[src/rtl/dft_hold_pkg.sv]
package dft_hold_pkg;
  typedef enum logic [1:0] {
    ST_IDLE   = 2'd0,
    ST_LOAD1  = 2'd1,
    ST_LOAD2  = 2'd2,
    ST_LAUNCH = 2'd3
  } seq_st_e;
endpackage

[src/rtl/scan_cells.sv]
module scan_cells #(
  parameter int unsigned CHAIN_LEN = 8
) (
  input  logic                 clk_i,
  input  logic                 rst_ni,
  input  logic                 shift_i,
  input  logic                 scan_in_i,
  input  logic [CHAIN_LEN-1:0] func_i,
  output logic [CHAIN_LEN-1:0] cells_o,
  output logic [CHAIN_LEN-1:0] cells_nxt_o,
  output logic                 scan_out_o
);
  logic [CHAIN_LEN-1:0] cell_q;

  assign cells_nxt_o[0] = shift_i ? scan_in_i : func_i[0];
  for (genvar i = 1; i < CHAIN_LEN; i++) begin : g_cell
    assign cells_nxt_o[i] = shift_i ? cell_q[i-1] : func_i[i];
  end

  always_ff @(posedge clk_i or negedge rst_ni) begin
    if (!rst_ni) cell_q <= '0;
    else         cell_q <= cells_nxt_o;
  end

  assign cells_o    = cell_q;
  assign scan_out_o = cell_q[CHAIN_LEN-1];

  p_shift_entry_r2: assert property (@(posedge clk_i) disable iff (!rst_ni)
    shift_i |=> cell_q[0] == $past(scan_in_i));
  p_shift_tail_r2: assert property (@(posedge clk_i) disable iff (!rst_ni)
    shift_i |=> cell_q[CHAIN_LEN-1] == $past(cell_q[CHAIN_LEN-2]));
endmodule

[src/rtl/hold_bank.sv]
module hold_bank #(
  parameter int unsigned CHAIN_LEN = 8
) (
  input  logic                 clk_i,
  input  logic                 rst_ni,
  input  logic                 hold_i,
  input  logic [CHAIN_LEN-1:0] cells_i,
  input  logic [CHAIN_LEN-1:0] cells_nxt_i,
  output logic [CHAIN_LEN-1:0] state_o
);
  logic [CHAIN_LEN-1:0] held_q;

  // stored copy tracks the cells while transparent, so the freeze edge keeps the new value
  for (genvar i = 0; i < CHAIN_LEN; i++) begin : g_stage
    always_ff @(posedge clk_i or negedge rst_ni) begin
      if (!rst_ni)      held_q[i] <= 1'b0;
      else if (!hold_i) held_q[i] <= cells_nxt_i[i];
    end
    assign state_o[i] = hold_i ? held_q[i] : cells_i[i];
  end

  p_hold_stable_r6: assert property (@(posedge clk_i) disable iff (!rst_ni)
    (hold_i && $past(hold_i)) |-> $stable(state_o));
  p_freeze_seamless_r4: assert property (@(posedge clk_i) disable iff (!rst_ni)
    (!hold_i) |=> (hold_i -> state_o == $past(cells_nxt_i)));
endmodule

[src/rtl/seq_ctrl.sv]
module seq_ctrl
  import dft_hold_pkg::*;
#(
  parameter int unsigned CHAIN_LEN = 8
) (
  input  logic clk_i,
  input  logic rst_ni,
  input  logic start_i,
  input  logic scan_en_i,
  input  logic hold_i,
  output logic shift_o,
  output logic hold_o,
  output logic launch_o,
  output logic done_o,
  output logic err_o
);
  localparam int unsigned CNT_W = (CHAIN_LEN > 2) ? $clog2(CHAIN_LEN) : 1;
  localparam logic [CNT_W-1:0] LAST = CNT_W'(CHAIN_LEN - 1);

  seq_st_e          st_q, st_d;
  logic [CNT_W-1:0] cnt_q, cnt_d;
  logic             hold_q, hold_d;
  logic             done_q, err_q;

  always_comb begin
    st_d  = st_q;
    cnt_d = cnt_q;
    unique case (st_q)
      ST_IDLE: if (start_i) begin
        st_d  = ST_LOAD1;
        cnt_d = CNT_W'(1);  // start edge is the first shift
      end
      ST_LOAD1: begin
        cnt_d = cnt_q + 1'b1;
        if (cnt_q == LAST) begin
          st_d  = ST_LOAD2;
          cnt_d = '0;
        end
      end
      ST_LOAD2: begin
        cnt_d = cnt_q + 1'b1;
        if (cnt_q == LAST) begin
          st_d  = ST_LAUNCH;
          cnt_d = '0;
        end
      end
      ST_LAUNCH: st_d = ST_IDLE;
      default:   st_d = ST_IDLE;
    endcase
  end

  always_comb begin
    unique case (st_d)
      ST_LOAD2: hold_d = 1'b1;
      ST_IDLE:  hold_d = hold_i;
      default:  hold_d = 1'b0;
    endcase
  end

  always_ff @(posedge clk_i or negedge rst_ni) begin
    if (!rst_ni) begin
      st_q   <= ST_IDLE;
      cnt_q  <= '0;
      hold_q <= 1'b0;
      done_q <= 1'b0;
      err_q  <= 1'b0;
    end else begin
      st_q   <= st_d;
      cnt_q  <= cnt_d;
      hold_q <= hold_d;
      done_q <= (st_q == ST_LAUNCH);
      err_q  <= start_i && (st_q != ST_IDLE);
    end
  end

  assign shift_o  = (st_q == ST_IDLE) ? (start_i || scan_en_i)
                                      : (st_q == ST_LOAD1 || st_q == ST_LOAD2);
  assign hold_o   = hold_q;
  assign launch_o = (st_q == ST_LAUNCH);
  assign done_o   = done_q;
  assign err_o    = err_q;

  p_hold_in_load2_r6: assert property (@(posedge clk_i) disable iff (!rst_ni)
    (st_q == ST_LOAD2) |-> hold_q);
  p_launch_open_r7: assert property (@(posedge clk_i) disable iff (!rst_ni)
    launch_o |-> (!hold_q && !shift_o));
  p_launch_then_done_r8: assert property (@(posedge clk_i) disable iff (!rst_ni)
    launch_o |=> (done_o && !launch_o));
  p_done_single_r8: assert property (@(posedge clk_i) disable iff (!rst_ni)
    done_o |=> !done_o);
  p_busy_start_r10: assert property (@(posedge clk_i) disable iff (!rst_ni)
    (start_i && st_q != ST_IDLE) |=> (err_o && st_q != ST_IDLE || done_o));
  p_load1_open_r5: assert property (@(posedge clk_i) disable iff (!rst_ni)
    (st_q == ST_LOAD1) |-> (!hold_q && shift_o));
endmodule

[src/rtl/dft_hold_scan.sv]
module dft_hold_scan #(
  parameter int unsigned CHAIN_LEN = 8
) (
  input  logic                 clk_i,
  input  logic                 rst_ni,
  input  logic                 scan_in_i,
  input  logic                 scan_en_i,
  input  logic                 hold_i,
  input  logic                 start_i,
  input  logic [CHAIN_LEN-1:0] func_next_i,
  output logic [CHAIN_LEN-1:0] state_o,
  output logic                 scan_out_o,
  output logic                 launch_o,
  output logic                 done_o,
  output logic                 err_o
);
  logic                 shift, hold;
  logic [CHAIN_LEN-1:0] cells, cells_nxt;

  seq_ctrl #(.CHAIN_LEN(CHAIN_LEN)) u_ctrl (
    .clk_i     (clk_i),
    .rst_ni    (rst_ni),
    .start_i   (start_i),
    .scan_en_i (scan_en_i),
    .hold_i    (hold_i),
    .shift_o   (shift),
    .hold_o    (hold),
    .launch_o  (launch_o),
    .done_o    (done_o),
    .err_o     (err_o)
  );

  scan_cells #(.CHAIN_LEN(CHAIN_LEN)) u_cells (
    .clk_i       (clk_i),
    .rst_ni      (rst_ni),
    .shift_i     (shift),
    .scan_in_i   (scan_in_i),
    .func_i      (func_next_i),
    .cells_o     (cells),
    .cells_nxt_o (cells_nxt),
    .scan_out_o  (scan_out_o)
  );

  hold_bank #(.CHAIN_LEN(CHAIN_LEN)) u_hold (
    .clk_i       (clk_i),
    .rst_ni      (rst_ni),
    .hold_i      (hold),
    .cells_i     (cells),
    .cells_nxt_i (cells_nxt),
    .state_o     (state_o)
  );

  p_capture_r8: assert property (@(posedge clk_i) disable iff (!rst_ni)
    launch_o |=> cells == $past(func_next_i));
endmodule

[config.mk]
export PLATFORM = sky130hd
export DESIGN_NAME = dft_hold_scan
export DESIGN_NICKNAME = d
export VERILOG_FILES = /design/src/rtl/dft_hold_pkg.sv /design/src/rtl/scan_cells.sv /design/src/rtl/hold_bank.sv /design/src/rtl/seq_ctrl.sv /design/src/rtl/dft_hold_scan.sv
export SDC_FILE = /design/constraint.sdc
export NUM_CORES = 1
export LEC_CHECK = 0
export ABC_AREA = 1
export BUFFER_PORTS_ARGS = -buffer_cell sky130_fd_sc_hd__buf_2
export CELL_PAD_IN_SITES_DETAIL_PLACEMENT = 1
export CELL_PAD_IN_SITES_GLOBAL_PLACEMENT = 1
export CORE_UTILIZATION = 35
export DETAILED_ROUTE_END_ITERATION = 7
export PLACE_DENSITY = 0.79
export SLEW_MARGIN = 20
export SYNTH_ARGS = -nofsm -noshare
export SYNTH_HDL_FRONTEND = slang
export SYNTH_SLANG_ARGS = --single-unit
[constraint.sdc]
create_clock -name clk_i -period 1.3 [get_ports clk_i]
set_input_delay 0.13 -clock clk_i [delete_from_list [all_inputs] [get_ports clk_i]]
set_output_delay 0.13 -clock clk_i [all_outputs]
set_load 0.01 [all_outputs]
==> results of run 1 <==
metal layers:
metal	GRT usage	vias up	wire length, um
met2	0.359	21	1990
li1	-	555	-
met4	0.0747	0	48
met3	0.0273	4	107
met1	0.286	570	1660
met5	0	-	0
how the worst max path moves through the flow:
stage                                  start                            to  slack [ns]  depth (start not counted)
finish              u_ctrl.st_q[0]$_DFF_PN0_  u_cells.cells_o[0]$_DFF_PN0_       -0.09                          5
global route        u_ctrl.st_q[0]$_DFF_PN0_  u_hold.held_q[0]$_DFFE_PN0N_       -0.16                          6
CTS                  u_ctrl.hold_o$_DFF_PN0_                    state_o[2]       -0.07                          4
detailed placement  u_ctrl.st_q[0]$_DFF_PN0_  u_hold.held_q[4]$_DFFE_PN0N_       -0.15                          6
global placement    u_ctrl.st_q[0]$_DFF_PN0_  u_cells.cells_o[2]$_DFF_PN0_       -0.08                          5
floorplan           u_ctrl.st_q[0]$_DFF_PN0_  u_hold.held_q[0]$_DFFE_PN0N_       -0.02                          8
cells in the mapped netlist (all sizes together):
master | number | area [um^2]
nand3b | 1 | 7.51
ha | 6 | 75.1
dfrtp | 24 | 601
buf | 4 | 35.0
o21ai | 10 | 50.1
nand4 | 8 | 50.1
o21a | 1 | 7.51
clkbuf | 1 | 3.75
clkinv | 1 | 3.75
inv | 24 | 90.1
or2 | 1 | 6.26
a21oi | 2 | 10.0
nor2 | 5 | 18.8
nand2 | 32 | 120
nand3 | 19 | 95.1
and2 | 8 | 50.1
timing repair:
| action | 4_1_cts | 5_1_grt |
|---|---|---|
| hold endpoints to repair | 24 | 0 |
| gates cloned | 1 | 0 |
| setup endpoints to repair | 30 | 31 |
| buffers inserted | 5 | 4 |
| pin swaps | 11 | 11 |
| hold buffers | 1 | 0 |
| resized for setup | 59 | 27 |
metrics by stage:
step / utilization / instances
2_1_floorplan: - / 147
3_3_place_gp: 0.440 / 223
3_5_place_dp: 0.440 / 223
4_1_cts: 0.516 / 233
5_1_grt: 0.558 / 236
6_report: 0.558 / 236
worst max-delay path, cell delays in order, from the launching register on:
cell	delay, ns
dfrtp_1	0.42
inv_2	0.09
ha_4	0.22
or2_4	0.32
nand3b_1	0.14
and2_1	0.15
state kept, by name, indices dropped and copies added, names as in the netlist:
signal / cells
u_cells.cells_o: 8
u_hold.held_q: 8
u_ctrl.cnt_q: 3
u_ctrl.st_q: 2
u_ctrl.done_o: 1
u_ctrl.err_o: 1
u_ctrl.hold_o: 1
power breakdown:
part,leakage (nW),switching (mW),total (mW),internal (mW)
Clock,0.0210,0.238,0.409,0.171
Combinational,0.691,1.72,3.11,1.39
Sequential,0.286,0.221,1.32,1.10
Total,0.998,2.17,4.84,2.66
cell type report:
class / count / area [um^2] / area share
repair buffers: 44 / 310 / 0.167
flip-flops and latches: 24 / 602 / 0.323
inverters: 25 / 104 / 0.0557
multi-input cells: 93 / 753 / 0.404
well taps: 46 / 57.6 / 0.0309
clock buffers: 4 / 36.3 / 0.0195
logic make-up (layout without fill, tap and decap cells):
| group | Yosys count | count (layout) | share of synthesized area |
|---|---|---|---|
| fa+ha+maj | 6 | 6 | 0.0613 |
| buf+inv | 30 | 73 | 0.108 |
| flops | 24 | 24 | 0.491 |
| simple gates | 74 | 74 | 0.284 |
| compound gates | 13 | 13 | 0.0552 |
cells in the final DEF (no fill, tap or decap), types with 4 or more instances in the layout:
| master | n |
|---|---|
| ha_4 | 5 |
| nand2_1 | 15 |
| nand4_1 | 8 |
| and2_1 | 7 |
| nand2_4 | 10 |
| dfrtp_1 | 23 |
| buf_4 | 13 |
| inv_2 | 4 |
| nand3_1 | 7 |
| buf_2 | 23 |
| nand3_2 | 12 |
| nor2_1 | 4 |
| inv_1 | 18 |
| buf_6 | 6 |
| o21ai_2 | 6 |
| nand2_2 | 6 |
==> impl_metrics.py, run 1 <==
metrics = {
    "status": {
        "status": "complete, but fails checks",
        "violations": "negative setup slack",
    },
    "floorplanning": {
        "ios": 26,
        "core.rowCount": 21,
        "coreArea_um2": 3340,
        "die_width_um": 61.1,
        "die_area_um2": 3740,
        "die_h_um": 61.1,
        "initial_core_util": 0.367,
    },
    "clock_tree": {
        "ctsLongestPathBuffers": 2,
        "root_buffer": "clkbuf_4",
        "cts.sinks": 24,
        "cts_tree": "built",
        "insertion_delay_ns": 0.32,
        "clk_pin_slew_ns": 0.14,
        "cts_buffers": 3,
        "htreeDepth": 1,
    },
    "logic_synthesis": {
        "syn_avg_cell_area_um2": 8.32,
        "synth_nets": 167,
        "ys_seq_area_frac": 0.491,
        "synth-warning-count": 0,
        "synth.distinct_cells": 18,
        "synth_area_um2": 1220,
        "ys_ff_latch": 24,
        "synthCells": 147,
    },
    "setup_path": {
        "r2r-end": "u_cells.cells_o[0]$_DFF_PN0_",
        "ff2ff_path_depth": 5,
        "r2r_start": "u_ctrl.st_q[0]$_DFF_PN0_",
        "cp-end-kind": "flop",
        "critPathMaxFanout": 8,
        "worstPathRequired_ns": 1.57,
        "r2r_setup_slack_ns": -0.09,
        "cp-start-kind": "flop",
        "path_class": "reg2reg",
        "cp.arrival_ns": 1.65,
    },
    "layout": {
        "drive_gt1_frac": 0.521,
        "area_delta_synth_final_pct": 52.2,
        "nets": 211,
        "num_antenna_cells": 0,
        "fillers": 405,
        "fin_area_um2": 1860,
    },
    "placed_design": {
        "pre_cts_ws_ns": -0.145,
        "dp_hpwl_mm": 2.30,
        "place_area_um2": 1470,
        "gp_congestion": 0.810,
        "io_buffers": 25,
    },
    "worst_hold_path": {
        "hold_depth": 3,
        "min_from": "hold_i",
        "min_to": "u_ctrl.hold_o$_DFF_PN0_",
        "worstHoldPathType": "in2reg",
    },
    "timing": {
        "tightest_slew_ns": 0.575,
        "rsz0062_at_grt": "true",
        "setup-tns-final_ns": -1.22,
        "slew_violations": 0,
        "hold_ws_ns": 0.0231,
        "timing.fmax_ghz": 0.721,
        "relSlewSlack": 0.617,
        "fin_crit_ns": 1.39,
        "finalCritPeriodShare": 1.07,
        "finalHoldViolCount": 0,
        "finalWorstSetupSlack_ns": -0.0868,
        "clock_skew_ns": 0.00190,
        "setup_viol": 25,
    },
    "routing": {
        "viasPerCell": 4.87,
        "drt-initial-drc-count": 28,
        "num_vias": 1150,
        "wire_per_inst_um": 16.1,
        "routed_wl_mm": 3.81,
        "route.detailed.drc": 0,
        "first_pass_iters": 4,
        "antenna_left": 0,
    },
    "global_route": {
        "grt_max_degree": 25,
        "gr-total-overflow": 0,
        "grt_pass1_wl_mm": 5.76,
        "antenna_found_initial": 0,
        "track_usage": 0.214,
        "grt_pass1_vias": 1183,
    },
    "pwr": {
        "peakVddDrop_mv": 1.21,
        "p_per_area_nw_per_um2": 2600,
        "power_mw": 4.84,
        "leakage_nw": 0.998,
    },
    "job": {
        "cap_violations": 0,
    },
}
No activity file was read; power rests on OpenSTA's default activity.
==> inputs of run 2 (changes only) <==
BUFFER_PORTS_ARGS = -buffer_cell sky130_fd_sc_hd__buf_4   (was -buffer_cell sky130_fd_sc_hd__buf_2)
==> impl_metrics.py, run 2 (same netlist as run 1, synthesis figures left out) <==
metrics = {
    "timing": {
        "setup_viol": 27,
        "finalWorstSetupSlack_ns": -0.113,
        "timing.fmax_ghz": 0.708,
        "fin_crit_ns": 1.41,
        "slew_violations": 0,
        "finalCritPeriodShare": 1.09,
        "rsz0062_at_grt": "true",
        "setup-tns-final_ns": -1.73,
        "tightest_slew_ns": 0.332,
        "relSlewSlack": 0.779,
        "finalHoldViolCount": 0,
        "clock_skew_ns": 0.00803,
    },
    "worst_hold_path": {
        "hold_depth": 3,
        "min_to": "u_ctrl.hold_o$_DFF_PN0_",
        "min_from": "hold_i",
        "worstHoldPathType": "in2reg",
    },
    "routing": {
        "num_vias": 1188,
        "wire_per_inst_um": 16.1,
        "route.detailed.drc": 0,
        "viasPerCell": 5.01,
        "first_pass_iters": 4,
        "drt-initial-drc-count": 15,
        "routed_wl_mm": 3.82,
        "antenna_left": 0,
    },
    "global_route": {
        "track_usage": 0.209,
        "gr-total-overflow": 0,
        "grt_pass1_vias": 1180,
        "grt_pass1_wl_mm": 5.64,
        "grt_max_degree": 25,
        "antenna_found_initial": 0,
    },
    "pwr": {
        "peakVddDrop_mv": 1.11,
        "swShare": 0.442,
        "switchingPower_mw": 2.18,
        "p_seq_frac": 0.272,
        "intPower_mw": 2.75,
        "p_per_area_nw_per_um2": 2560,
        "power_mw": 4.93,
        "clockPowerShare": 0.086,
        "p_comb_frac": 0.641,
        "leakage_nw": 1.02,
    },
    "clock_tree": {
        "cts_buffers": 3,
        "cts_tree": "built",
        "clk_pin_slew_ns": 0.15,
        "cts.sinks": 24,
        "insertion_delay_ns": 0.34,
        "htreeDepth": 1,
        "root_buffer": "clkbuf_4",
        "ctsLongestPathBuffers": 2,
    },
    "setup_path": {
        "path_class": "reg2reg",
        "r2r_start": "u_ctrl.st_q[0]$_DFF_PN0_",
        "r2r-end": "u_hold.held_q[0]$_DFFE_PN0N_",
        "critPathMaxFanout": 8,
        "cp-end-kind": "flop",
        "r2r_setup_slack_ns": -0.11,
        "cp-start-kind": "flop",
        "ff2ff_path_depth": 6,
        "worstPathRequired_ns": 1.59,
        "cp.arrival_ns": 1.70,
    },
    "floorplanning": {
        "core.rowCount": 21,
        "die_area_um2": 3740,
        "die_h_um": 61.1,
        "ios": 26,
        "coreArea_um2": 3340,
        "initial_core_util": 0.367,
        "die_width_um": 61.1,
    },
    "layout": {
        "num_antenna_cells": 0,
        "drive_gt1_frac": 0.555,
        "final_common_cell": "buf_4",
        "multi_input_area_um2": 752,
        "final_cell_mix": "buf_4, dfrtp_1, inv_1",
        "fin_area_um2": 1920,
        "area_delta_synth_final_pct": 57.2,
        "nets": 212,
        "ff_latch_area_um2": 602,
        "fillers": 383,
    },
    "job": {
        "cap_violations": 0,
    },
    "placed_design": {
        "gp_congestion": 0.833,
        "place_area_um2": 1520,
        "dp_hpwl_mm": 2.34,
        "io_buffers": 25,
    },
    "status": {
        "status": "complete, but fails checks",
        "violations": "negative setup slack",
    },
}
## run 2: layout make-up
| class | count | share of cell area |
|---|---|---|
| repair buffers | 45 | 0.195 |
| multi-input cells | 93 | 0.391 |
| clock buffers | 4 | 0.0189 |
| well taps | 46 | 0.0299 |
| inverters | 25 | 0.0527 |
| flip-flops and latches | 24 | 0.313 |
## run 2: worst max-delay path by stage
stage,startpoint,end,cells past startpoint
2_1_floorplan,u_ctrl.st_q[0]$_DFF_PN0_,u_hold.held_q[0]$_DFFE_PN0N_,8
3_3_place_gp,u_ctrl.st_q[0]$_DFF_PN0_,u_cells.cells_o[2]$_DFF_PN0_,5
3_5_place_dp,u_ctrl.st_q[0]$_DFF_PN0_,u_ctrl.cnt_q[0]$_DFFE_PN0P_,7
4_1_cts,u_ctrl.hold_o$_DFF_PN0_,state_o[4],4
5_1_grt,u_ctrl.st_q[0]$_DFF_PN0_,u_hold.held_q[0]$_DFFE_PN0N_,6
6_report,u_ctrl.st_q[0]$_DFF_PN0_,u_hold.held_q[0]$_DFFE_PN0N_,6
## run 2: worst max-delay path: stages (launching register included)
cell	delay, ns
dfrtp_1	0.44
inv_2	0.09
ha_4	0.21
or2_4	0.32
nand3b_1	0.14
nand3_1	0.09
nand2_1	0.07
## run 2: repair_timing
item                                   in CTS  in global routing
endpoints found under the hold margin      24                  0
hold buffers                                1                  0
setup endpoints to repair                  31                 31
setup buffers                               4                  6
pin swaps                                  11                 11
gates resized for setup                    54                 35
## run 2: per-layer routing
| layer | GRT usage | vias to the layer above | wire [um] |
|---|---|---|---|
| li1 | - | 556 | - |
| met1 | 0.260 | 601 | 1570 |
| met2 | 0.371 | 22 | 2050 |
| met3 | 0.0189 | 9 | 98 |
| met4 | 0.0844 | 0 | 99 |
| met5 | 0 | - | 0 |
## run 2: power by group through the flow
stage	sequential (mW)	clock [mW]	combinational, mW
6_report	1.34	0.426	3.16
5_1_grt	1.38	0.454	3.42
4_1_cts	1.28	0.416	2.66
3_5_place_dp	1.25	0	2.17
3_3_place_gp	1.23	0	2.07
2_1_floorplan	1.24	0	1.36
## run 2: stage by stage
step | instances | utilization | hold WS (ns) | setup slack (ns)
floorplan | 147 | - | -0.166 | -0.0163
global placement | 223 | 0.455 | 0.0492 | -0.0882
detailed placement | 223 | 0.455 | 0.0544 | -0.163
CTS | 231 | 0.523 | 0.0326 | -0.0541
global route | 237 | 0.576 | 0.0368 | -0.178
finish | 237 | 0.576 | 0.0262 | -0.113
